<file path="src/rtl/clos_route_pkg.sv">
package clos_route_pkg;

    // Kind of result currently held on the outputs
    typedef enum logic [1:0] {
        ST_IDLE    = 2'd0,
        ST_DOWN    = 2'd1,
        ST_UP_DET  = 2'd2,
        ST_UP_ADPT = 2'd3
    } route_state_e;

    // Configuration address map (7-bit address)
    localparam logic [6:0] CFG_ROOT     = 7'h00;
    localparam logic [6:0] CFG_RMASK    = 7'h01;
    localparam logic [6:0] CFG_DSHIFT   = 7'h02;
    localparam logic [6:0] CFG_HASH     = 7'h03;
    localparam logic [3:0] CFG_UPKEY_HI = 4'h2;   // 0x10..0x17 key, 0x18..0x1F lo ports
    localparam logic [3:0] CFG_UPHI_HI  = 4'h4;   // 0x20..0x27 hi ports

endpackage

</file>
<file path="src/rtl/clos_subtree_detect.sv">
module clos_subtree_detect #(
    parameter int DEST_W = 16
) (
    input  logic [DEST_W-1:0] dest,
    input  logic [DEST_W-1:0] root,
    input  logic [DEST_W-1:0] root_mask,
    output logic              is_down
);
    always_comb begin
        is_down = ((dest & ~root_mask) == (root & ~root_mask));
    end
endmodule

</file>
<file path="src/rtl/clos_down_remap.sv">
module clos_down_remap #(
    parameter int DEST_W = 16,
    parameter int PORT_W = 6
) (
    input  logic                      clk,
    input  logic                      rst_n,
    input  logic                      wr_en,
    input  logic [PORT_W-1:0]         wr_idx,
    input  logic [PORT_W-1:0]         wr_port,
    input  logic [DEST_W-1:0]         dest,
    input  logic [$clog2(DEST_W)-1:0] shift,
    output logic [PORT_W-1:0]         phys_port
);
    localparam int NENT = 1 << PORT_W;

    logic [PORT_W-1:0] table_q [NENT];
    logic [DEST_W-1:0] shifted;
    logic [PORT_W-1:0] logical;

    always_ff @(posedge clk) begin
        if (!rst_n) begin
            for (int i = 0; i < NENT; i++) begin
                table_q[i] <= PORT_W'(i);
            end
        end else if (wr_en) begin
            table_q[wr_idx] <= wr_port;
        end
    end

    always_comb begin
        shifted   = dest >> shift;
        logical   = shifted[PORT_W-1:0];
        phys_port = table_q[logical];
    end
endmodule

</file>
<file path="src/rtl/clos_up_hash.sv">
module clos_up_hash #(
    parameter int DEST_W = 16,
    parameter int PORT_W = 6
) (
    input  logic [DEST_W-1:0] dest,
    input  logic [PORT_W-1:0] in_port,
    input  logic              fold,
    input  logic [PORT_W-1:0] up_sel,
    input  logic [PORT_W-1:0] up_base,
    output logic [PORT_W-1:0] up_port
);
    logic [PORT_W-1:0] extra;
    logic [PORT_W-1:0] mix;

    always_comb begin
        extra   = fold ? dest[2*PORT_W-1:PORT_W] : '0;
        mix     = in_port ^ dest[PORT_W-1:0] ^ extra;
        up_port = up_base | (mix & up_sel);
    end
endmodule

</file>
<file path="src/rtl/clos_up_table.sv">
module clos_up_table #(
    parameter int DEST_W = 16,
    parameter int NPORTS = 64,
    parameter int UP_ENT = 8
) (
    input  logic                      clk,
    input  logic                      rst_n,
    input  logic                      wr_key,
    input  logic                      wr_lo,
    input  logic                      wr_hi,
    input  logic [$clog2(UP_ENT)-1:0] wr_idx,
    input  logic [31:0]               wr_data,
    input  logic [DEST_W-1:0]         dest,
    output logic                      hit,
    output logic [NPORTS-1:0]         hit_mask
);
    logic [UP_ENT-1:0]  ent_valid;
    logic [UP_ENT-1:0]  ent_match;
    logic [DEST_W-1:0]  ent_val   [UP_ENT];
    logic [DEST_W-1:0]  ent_msk   [UP_ENT];
    logic [NPORTS-1:0]  ent_ports [UP_ENT];

    for (genvar k = 0; k < UP_ENT; k++) begin : g_ent
        always_ff @(posedge clk) begin
            if (!rst_n) begin
                ent_valid[k] <= 1'b0;
                ent_val[k]   <= '0;
                ent_msk[k]   <= '0;
                ent_ports[k] <= '0;
            end else if (wr_idx == k) begin
                if (wr_key) begin
                    ent_valid[k] <= 1'b1;
                    ent_val[k]   <= wr_data[DEST_W-1:0];
                    ent_msk[k]   <= wr_data[16 +: DEST_W];
                end
                if (wr_lo) ent_ports[k][31:0] <= wr_data;
                if (wr_hi) ent_ports[k][NPORTS-1:32] <= wr_data[NPORTS-33:0];
            end
        end
        assign ent_match[k] = ent_valid[k] &&
            ((dest & ~ent_msk[k]) == (ent_val[k] & ~ent_msk[k]));
    end

    // Lowest index wins
    always_comb begin
        hit      = 1'b0;
        hit_mask = '0;
        for (int k = UP_ENT - 1; k >= 0; k--) begin
            if (ent_match[k]) begin
                hit      = 1'b1;
                hit_mask = ent_ports[k];
            end
        end
    end

    AST_HIT_NEEDS_VALID: assert property (@(posedge clk) disable iff (!rst_n)
        hit |-> (ent_valid != '0));
endmodule

</file>
<file path="src/rtl/clos_route_unit.sv">
module clos_route_unit
    import clos_route_pkg::*;
#(
    parameter int DEST_W = 16,
    parameter int PORT_W = 6,
    parameter int UP_ENT = 8
) (
    input  logic                   clk,
    input  logic                   rst_n,
    input  logic                   hdr_valid,
    input  logic [15:0]            hdr_dest,
    input  logic [5:0]             hdr_in_port,
    input  logic                   hdr_is_req,
    input  logic                   hdr_is_mem,
    input  logic                   hdr_adaptive,
    input  logic                   cfg_we,
    input  logic [6:0]             cfg_addr,
    input  logic [31:0]            cfg_wdata,
    output logic                   res_valid,
    output logic                   res_down,
    output logic                   res_adaptive,
    output logic [5:0]             res_port,
    output logic [63:0]            res_mask
);
    localparam int NPORTS  = 1 << PORT_W;
    localparam int SHIFT_W = $clog2(DEST_W);
    localparam int UIDX_W  = $clog2(UP_ENT);

    // Configuration registers
    logic [DEST_W-1:0]  root_q, rmask_q;
    logic [SHIFT_W-1:0] dshift_q;
    logic [PORT_W-1:0]  up_sel_q, up_base_q;
    logic               fold_en_q;

    always_ff @(posedge clk) begin
        if (!rst_n) begin
            root_q    <= '0;
            rmask_q   <= '0;
            dshift_q  <= '0;
            up_sel_q  <= '0;
            up_base_q <= '0;
            fold_en_q <= 1'b0;
        end else if (cfg_we) begin
            unique case (cfg_addr)
                CFG_ROOT:   root_q   <= cfg_wdata[DEST_W-1:0];
                CFG_RMASK:  rmask_q  <= cfg_wdata[DEST_W-1:0];
                CFG_DSHIFT: dshift_q <= cfg_wdata[SHIFT_W-1:0];
                CFG_HASH: begin
                    up_sel_q  <= cfg_wdata[PORT_W-1:0];
                    up_base_q <= cfg_wdata[2*PORT_W-1:PORT_W];
                    fold_en_q <= cfg_wdata[2*PORT_W];
                end
                default: ;
            endcase
        end
    end

    // Decoded table writes
    logic remap_we, key_we, lo_we, hi_we;
    always_comb begin
        remap_we = cfg_we && cfg_addr[6];
        key_we   = cfg_we && (cfg_addr[6:3] == CFG_UPKEY_HI);
        lo_we    = cfg_we && (cfg_addr[6:3] == (CFG_UPKEY_HI + 4'h1));
        hi_we    = cfg_we && (cfg_addr[6:3] == CFG_UPHI_HI);
    end

    // Route datapath
    logic              is_down;
    logic [PORT_W-1:0] down_port;
    logic [PORT_W-1:0] up_port;
    logic              tbl_hit;
    logic [NPORTS-1:0] tbl_mask;

    clos_subtree_detect #(.DEST_W(DEST_W)) u_detect (
        .dest      (hdr_dest),
        .root      (root_q),
        .root_mask (rmask_q),
        .is_down   (is_down)
    );

    clos_down_remap #(.DEST_W(DEST_W), .PORT_W(PORT_W)) u_remap (
        .clk       (clk),
        .rst_n     (rst_n),
        .wr_en     (remap_we),
        .wr_idx    (cfg_addr[PORT_W-1:0]),
        .wr_port   (cfg_wdata[PORT_W-1:0]),
        .dest      (hdr_dest),
        .shift     (dshift_q),
        .phys_port (down_port)
    );

    clos_up_hash #(.DEST_W(DEST_W), .PORT_W(PORT_W)) u_hash (
        .dest    (hdr_dest),
        .in_port (hdr_in_port),
        .fold    (fold_en_q && hdr_is_mem),
        .up_sel  (up_sel_q),
        .up_base (up_base_q),
        .up_port (up_port)
    );

    clos_up_table #(.DEST_W(DEST_W), .NPORTS(NPORTS), .UP_ENT(UP_ENT)) u_uptbl (
        .clk      (clk),
        .rst_n    (rst_n),
        .wr_key   (key_we),
        .wr_lo    (lo_we),
        .wr_hi    (hi_we),
        .wr_idx   (cfg_addr[UIDX_W-1:0]),
        .wr_data  (cfg_wdata),
        .dest     (hdr_dest),
        .hit      (tbl_hit),
        .hit_mask (tbl_mask)
    );

    // State register and next-state / next-result logic
    route_state_e      state_q, state_d;
    logic [PORT_W-1:0] port_q, port_d;
    logic [NPORTS-1:0] mask_q, mask_d;

    always_comb begin
        state_d = ST_IDLE;
        port_d  = port_q;
        mask_d  = mask_q;
        if (hdr_valid) begin
            if (is_down) begin
                state_d = ST_DOWN;
                port_d  = down_port;
                mask_d  = NPORTS'(1) << down_port;
            end else if (hdr_adaptive && !hdr_is_req && tbl_hit) begin
                state_d = ST_UP_ADPT;
                port_d  = '0;
                mask_d  = tbl_mask;
            end else begin
                state_d = ST_UP_DET;
                port_d  = up_port;
                mask_d  = NPORTS'(1) << up_port;
            end
        end
    end

    always_ff @(posedge clk) begin
        if (!rst_n) begin
            state_q <= ST_IDLE;
            port_q  <= '0;
            mask_q  <= '0;
        end else begin
            state_q <= state_d;
            port_q  <= port_d;
            mask_q  <= mask_d;
        end
    end

    // Output decode
    always_comb begin
        res_valid    = 1'b0;
        res_down     = 1'b0;
        res_adaptive = 1'b0;
        unique case (state_q)
            ST_IDLE:    ;
            ST_DOWN:    begin res_valid = 1'b1; res_down = 1'b1; end
            ST_UP_DET:  res_valid = 1'b1;
            ST_UP_ADPT: begin res_valid = 1'b1; res_adaptive = 1'b1; end
            default:    ;
        endcase
        res_port = port_q;
        res_mask = mask_q;
    end

    // Assertions
    AST_VALID_FOLLOWS_HDR: assert property (@(posedge clk) disable iff (!rst_n)
        hdr_valid |=> res_valid);
    AST_NO_SPURIOUS_VALID: assert property (@(posedge clk) disable iff (!rst_n)
        !hdr_valid |=> !res_valid);
    AST_REQ_NEVER_ADAPTIVE: assert property (@(posedge clk) disable iff (!rst_n)
        (hdr_valid && (hdr_is_req || !hdr_adaptive)) |=> !res_adaptive);
    AST_DOWN_IS_DETERMINISTIC: assert property (@(posedge clk) disable iff (!rst_n)
        res_down |-> !res_adaptive);
    AST_DET_MASK_ONEHOT: assert property (@(posedge clk) disable iff (!rst_n)
        (res_valid && !res_adaptive) |-> ($countones(res_mask) == 1));
    AST_DET_MASK_MATCHES_PORT: assert property (@(posedge clk) disable iff (!rst_n)
        (res_valid && !res_adaptive) |-> res_mask[res_port]);
endmodule

</file>
<file path="config.mk">
export PLATFORM = sky130hd
export DESIGN_NAME = clos_route_unit
export DESIGN_NICKNAME = d
export VERILOG_FILES = /design/src/rtl/clos_route_pkg.sv /design/src/rtl/clos_subtree_detect.sv /design/src/rtl/clos_down_remap.sv /design/src/rtl/clos_up_hash.sv /design/src/rtl/clos_up_table.sv /design/src/rtl/clos_route_unit.sv
export SDC_FILE = /design/constraint.sdc
export NUM_CORES = 2
export LEC_CHECK = 0
export BUFFER_PORTS_ARGS = -buffer_cell sky130_fd_sc_hd__buf_4
export CORE_MARGIN = 2
export CORE_UTILIZATION = 45
export CTS_CLUSTER_SIZE = 30
export DETAILED_ROUTE_END_ITERATION = 6
export GPL_ROUTABILITY_DRIVEN = 0
export GPL_TIMING_DRIVEN = 0
export PLACE_DENSITY_LB_ADDON = 0.05
export SETUP_SLACK_MARGIN = 0.3
export SYNTH_ARGS = -nofsm -noshare
export SYNTH_HDL_FRONTEND = slang
export SYNTH_HIERARCHICAL = 1
export SYNTH_SLANG_ARGS = --single-unit
</file>
<file path="constraint.sdc">
create_clock -name clk -period 5.5 [get_ports clk]
set_input_delay 0.825 -clock clk [delete_from_list [all_inputs] [get_ports clk]]
set_output_delay 0.825 -clock clk [all_outputs]
set_load 0.01 [all_outputs]
</file>
# ---- Word-level counts from Yosys, hierarchy flattened
# Memories as Yosys holds them, arrays and structs flattened.
# Cells that the tools add are included.
# Widths: inputs -> output; s select.
dict set report classes {
  n_shift 3
  bitwise 65
  reduce_logical 34
  mux 140
  eq_ne 25
}
# operator count
set ops {}
lappend ops {{$mux 64} 10}
lappend ops {{$mux 32} 16}
lappend ops {{$and 16x16->16} 18}
lappend ops {{$mux 16} 16}
lappend ops {{$eq 16x16->1} 9}
lappend ops {{$not 16->16} 9}
lappend ops {{$shl 1x6->64 const A} 2}
lappend ops {{$mux 1} 93}
lappend ops {{$or 1x1->1} 32}
lappend ops {{$mux 6} 5}
lappend ops {{$reduce_and 2->1} 13}
lappend ops {{$shr 16x4->6} 1}
lappend ops {{$logic_and 1x1->1} 15}
lappend ops {{$eq 7x2->1 const B} 2}
lappend ops {{$eq 3x3->1 const B} 4}
lappend ops {{$xor 6x6->6} 2}
lappend ops {{$eq 4x2->1 const B} 2}
lappend ops {{$eq 7x1->1 const B} 1}
lappend ops {{$logic_not 7->1} 1}
lappend ops {{$and 6x6->6} 1}
lappend ops {{$eq 3x2->1 const B} 2}
lappend ops {{$or 6x6->6} 1}
lappend ops {{$reduce_or 3->1} 2}
lappend ops {{$reduce_or 6->1} 1}
lappend ops {{7 further kinds} 9}
dict set report totals {
  input_bits 68
  elab_cells 289
  memories 4
  output_inout_bits 73
  ff_bits 129
  mem_bits_rw 1152
}
# memory depth word_bits read_ports rd_ports_with_merged_regs wr line_no
set mem_list {}
lappend mem_list {u_uptbl.ent_ports 8 64 8 0 8 clos_up_table.sv:21} ;# logic [NPORTS-1:0] ent_ports [UP_ENT];
lappend mem_list {u_remap.table_q 64 6 1 0 64 clos_down_remap.sv:16} ;# logic [PORT_W-1:0] table_q [NENT];
lappend mem_list {u_uptbl.ent_msk 8 16 8 0 8 clos_up_table.sv:20} ;# logic [DEST_W-1:0] ent_msk [UP_ENT];
lappend mem_list {u_uptbl.ent_val 8 16 8 0 8 clos_up_table.sv:19} ;# logic [DEST_W-1:0] ent_val [UP_ENT];

# ---- Depth between registers and ports, before layout
# An unclocked memory read counts as a cell.
dict set report depth {
  ltp_word 16
  ltp_mapped 17
  depth_no_buf 12
}

# ---- Hierarchy
# The synthesis kept the hierarchy.
# mod seq_area_each_um2 cells_each n_inst area_each_um2
set modules_own_cells {}
lappend modules_own_cells {clos_up_table 23222.3 2821 1 35268.8}
lappend modules_own_cells {clos_down_remap 11531.1 1937 1 20210.6}
lappend modules_own_cells {clos_route_unit 2422.3 658 1 5431.5}
lappend modules_own_cells {clos_subtree_detect 0.0 27 1 209.0}
lappend modules_own_cells {clos_up_hash 0.0 24 1 172.7}

# ---- Worst setup path before layout
# No wires, ideal clock.
dict set report synth_path {
  kind {input -> register}
  from {input port cfg_addr[3]}
  to {memory u_uptbl.ent_ports[3][32] (netlist: u_uptbl/ent_ports[0][224]), enable pin}
  arrival_ns 3.910
  slack_ns 1.124
  stages 4
  n_path_buf 0
  required_time_ns 5.034
  setup_ns 0.466
  path_cell_list {or4b_4 -> nor2_1 -> inv_1 -> o21ai_0}
}
# item line_no
set synth_lines {}
lappend synth_lines {{from (decl)} clos_route_unit.sv:17} ;# input logic [6:0] cfg_addr,
lappend synth_lines {{to (decl)} clos_up_table.sv:21}

# ---- Worst setup path after layout
dict set report layout_path {
  from {register dshift_q[1]}
  to {register mask_q[3] (netlist: res_mask[3])}
}
dict set report layout_via {
  elab_chain_cells 4
}
# item line_no
set layout_lines {}
lappend layout_lines {{from (decl)} clos_route_unit.sv:31} ;# logic [SHIFT_W-1:0] dshift_q;
lappend layout_lines {{from (signal assigned)} clos_route_unit.sv:47} ;# CFG_DSHIFT: dshift_q <= cfg_wdata[SHIFT_W-1:0];
lappend layout_lines {{$shr 16x4->6} clos_down_remap.sv:31} ;# shifted = dest >> shift;
lappend layout_lines {{$mem_v2 64x6} n/a}
lappend layout_lines {{named net down_port[1]} clos_route_unit.sv:69} ;# logic [PORT_W-1:0] down_port;
lappend layout_lines {{$shl 1x6->64} clos_route_unit.sv:127} ;# mask_d = NPORTS'(1) << down_port;
lappend layout_lines {{$mux 64} clos_route_unit.sv:124} ;# if (is_down) begin
lappend layout_lines {{to (signal assigned)} clos_route_unit.sv:148} ;# mask_q <= mask_d;
lappend layout_lines {{to (decl)} clos_route_unit.sv:117} ;# logic [NPORTS-1:0] mask_q, mask_d;
# The timed path passes the listed nets, and every way through them passes these cells.
# A chain may end at the register's enable or synchronous reset.

==> results.md <==
- Minimum clock period: 5.44 ns
- Largest net degree at the start of global routing: 33
- Grt ovf: 0
- Syn Std Cell Area: 61,300 sq um
- Cells on worst reg2reg path: 14
- Dpl ws: -0.802 ns
- Nets: 5,852
- Unrepaired setup endpoints after global routing: yes
- Mean Syn Cell Area: 11.2 sq um
- Layout Skew: 0.0293 ns
- Clock Latency Late Sink: 0.80 ns
- Initial core utilization: 45.3%
- Initial DRT Pass Iterations: 6
- R2r setup slk: 0.06 ns
- Seq/Total Area, Yosys: 60.7%
- R2r endpoint: res_mask[3]$_SDFFE_PN0P_
- Via-per-instance ratio: 6.31
- Final period utilization: 98.9%
- R2r startpoint: dshift_q[1]$_SDFFE_PN0P_
- Status: complete, but fails checks
- Hold Crit Depth: 2
- Post-DP HPWL: 177,000 um
- Std-Cell Rows: 135
- Wire per inst: 32.7 um
- Synth Register Bits: 1,281
- Root buf cell: clkbuf_16
- Drc violations: 0
- TritonCTS clock tree: yes
- Leakage: 0.0240 uW
- Top-area cell type share of the netlist area: 56.4%
- Max_cap viols: 1
- Hold Path Class: in2reg
- Critical path class: reg2reg
- DIE WIDTH: 373 um
- Crit path capture type: register
- Number of global-route vias before repair: 45,292
- Non-filler cells, final: 7,688
- H-tree levels: 4
- Pwr Density: 320 nW/um^2
- Crit path cell chain: buf_2 > buf_2 > mux4_2 > nand2_1 > o211a_1 > nor2_4 > nand2_1 > o311ai_0 > o22ai_2 > a211oi_4 > nand2b_1 > nor3_1 > a22oi_1 > a31oi_1
- Fmax: 184 MHz
- Slew headroom: -6.74%
- Tightest Pin Transition: 1.60 ns
- Largest stage delay on the critical path: 0.97 ns
- Count of input and output buffers: 139
- Top-count cell post-synth: edfxtp_1
- PnR worst setup slack: 0.0579 ns
- Post-Syn Instances: 5,467
- Asr flop ratio synth: 0%
- Worst EP arrival: 6.15 ns
- 1st-iter DRT viols: 7,394
- Crit path from: dshift_q[1]$_SDFFE_PN0P_
- Post-Place Cells: 7,415
- Cts bufs inserted: 145
- Min Hold Slack: 0.422 ns
- CP required: 6.21 ns
- Global-route wire length before repair: 347,000 um
- IO Pins: 141
- Syn_nets: 5,535
- Cell accounting for the most synthesized area: edfxtp_1
- Worst min-delay path endpoint: u_uptbl/ent_msk[1][27]$_SDFFCE_PN0P_
- Layout fillers: 12,247
- Chip height: 373 um
- Final WL: 251,000 um
- Post-synth EDFFs: 1,152
- Endpoints failing setup: 0
- Commonest register cell after synthesis: edfxtp_1
- Worst path slowest cell: o311ai_0
- # clock sinks: 1,281
- Worst Hold Launch: cfg_wdata[27]
- Die footprint: 139,000 sq um
- Final Hold Violating Endpoints: 0
- Vias: 48,516
- Area grow syn2layout: 14.7%
- Core area: 135,000 sq um
- VDD IR-drop max: 0.304 mV
- Hold buffers post-CTS: 0
- Initial antenna violation count: 35
- Violated checks: max-capacitance violations, max-slew violations
- Max-slew violations: 11
- Worst-path fanout max: 10
- Clk pin slew, worst setup/hold paths: 0.06 ns
- Setup TNS: 0 ns
- Synth Warn #: 6
- Crit path launch type: register
- Most area-consuming cells after synthesis: edfxtp_1, and2_1, dfxtp_1
- Most instantiated cells after synthesis: edfxtp_1, and2_1, nand2_1, clkbuf_1, nor2_1
- Total Routing Usage GR: 35.4%
- Yosys cell types: 83
- Layout cells sized above 1: 10.2%
- Maximum clock insertion buffer count: 3
- Post-route ant nets: 0
[worst max-delay path: cells and delay by family, from the launching register on]
family          cells  cell delay [ns]
compound gates      6             2.73
simple gates        5             1.45
buf+inv             2             0.53
flops               1             0.41
mux                 1             0.21
[per-stage QoR]
step / area [sq um] / util [%] / power [uW]
after floorplan: 61300 / - / 12200
after global placement: 64600 / 47.7 / 13000
after detailed placement: 65500 / 48.4 / 13100
after CTS: 70100 / 51.8 / 22500
after global routing: 70300 / 51.9 / 23000
final: 70300 / 52.0 / 22500
[cell usage in the layout, fill, tap and decap left out, types with 61 or more instances in the layout]
| cell type | netlist | layout |
|---|---|---|
| a22oi_1 | 67 | 66 |
| o21ai_0 | 179 | 155 |
| edfxtp_1 | 1152 | 1152 |
| nor2_1 | 278 | 274 |
| a21oi_1 | 127 | 126 |
| nor3_1 | 251 | 247 |
| o22ai_1 | 73 | 68 |
| nor2b_1 | 90 | 90 |
| inv_1 | 68 | 68 |
| nand3_1 | 73 | 73 |
| a31oi_1 | 74 | 73 |
| mux2i_1 | 98 | 98 |
| and3_1 | 83 | 83 |
| dfxtp_1 | 129 | 129 |
| nand4_1 | 67 | 67 |
| nand2_1 | 619 | 619 |
| a221o_1 | 61 | 61 |
| clkbuf_1 | 419 | 426 |
| and2_1 | 773 | 773 |
| xnor2_1 | 148 | 148 |
| buf_4 | 12 | 156 |
| o221ai_1 | 63 | 63 |
| clkbuf_16 | 0 | 151 |
[flip-flops by register name, summed over array words and instances, names as in the netlist]
register and flops:
u_uptbl/ent_ports 512, u_remap/table_q 384, u_uptbl/ent_msk 128, u_uptbl/ent_val 128, res_mask 64, rmask_q 16
root_q 16, u_uptbl/ent_valid 8, res_port 6, up_base_q 6, up_sel_q 6, dshift_q 4
state_q 2, fold_en_q 1
[cell families after synthesis]
kind of cell / after synthesis / synth area share [%]
multiplexers: 112 / 2.01
XOR/XNOR: 156 / 2.25
AND/OR/NAND/NOR: 2352 / 19.9
flip-flops: 1281 / 60.7
AO/OA/AOI/OAI: 961 / 11.0
buffers and inverters: 605 / 4.18
[worst max-delay path by stage]
stage               slack (ns)  cells past startpoint                                      end
global route              0.14                     14                 res_mask[3]$_SDFFE_PN0P_
detailed placement       -0.80                     14                 res_mask[3]$_SDFFE_PN0P_
CTS                       0.29                     16                res_mask[12]$_SDFFE_PN0P_
global placement         -1.89                     13                res_mask[61]$_SDFFE_PN0P_
finish                    0.06                     14                 res_mask[3]$_SDFFE_PN0P_
floorplan                 1.12                      4  u_uptbl/ent_ports[0][224]$_SDFFCE_PN0P_
[area by class of cell]
cell class	count	area [sq um]	area share, %
multi-input cells	3581	22000	31.3
well taps	1781	2230	3.17
clock inverters	64	548	0.780
clock buffers	190	3980	5.65
repair buffers	170	1710	2.44
plain buffers	530	2320	3.30
diodes	16	40.0	0.0570
inverters	75	282	0.400
flip-flops and latches	1281	37200	52.9
[repair_timing]
item	CTS	global route
setup buffers	1	2
pin swaps	0	3
endpoints found under the hold margin	0	0
gates resized for setup	28	47
endpoints found under the setup margin	64	64
[metal layers]
layer  vias up  part of all wire, %  global-route usage, %
li1      20490                    -                      -
met1     24403                   40                   50.0
met2      3090                   44                   52.8
met3       531                   11                   6.98
met4         2                  4.8                   15.6
met5         -               0.0080                      0
[where the power goes]
part / switching, uW / internal (uW) / total [uW]
logic: 1280 / 468 / 1750
clock network: 4000 / 5480 / 9490
registers: 176 / 11100 / 11200
total: 5460 / 17000 / 22500
(Power assumes the default switching activity.)
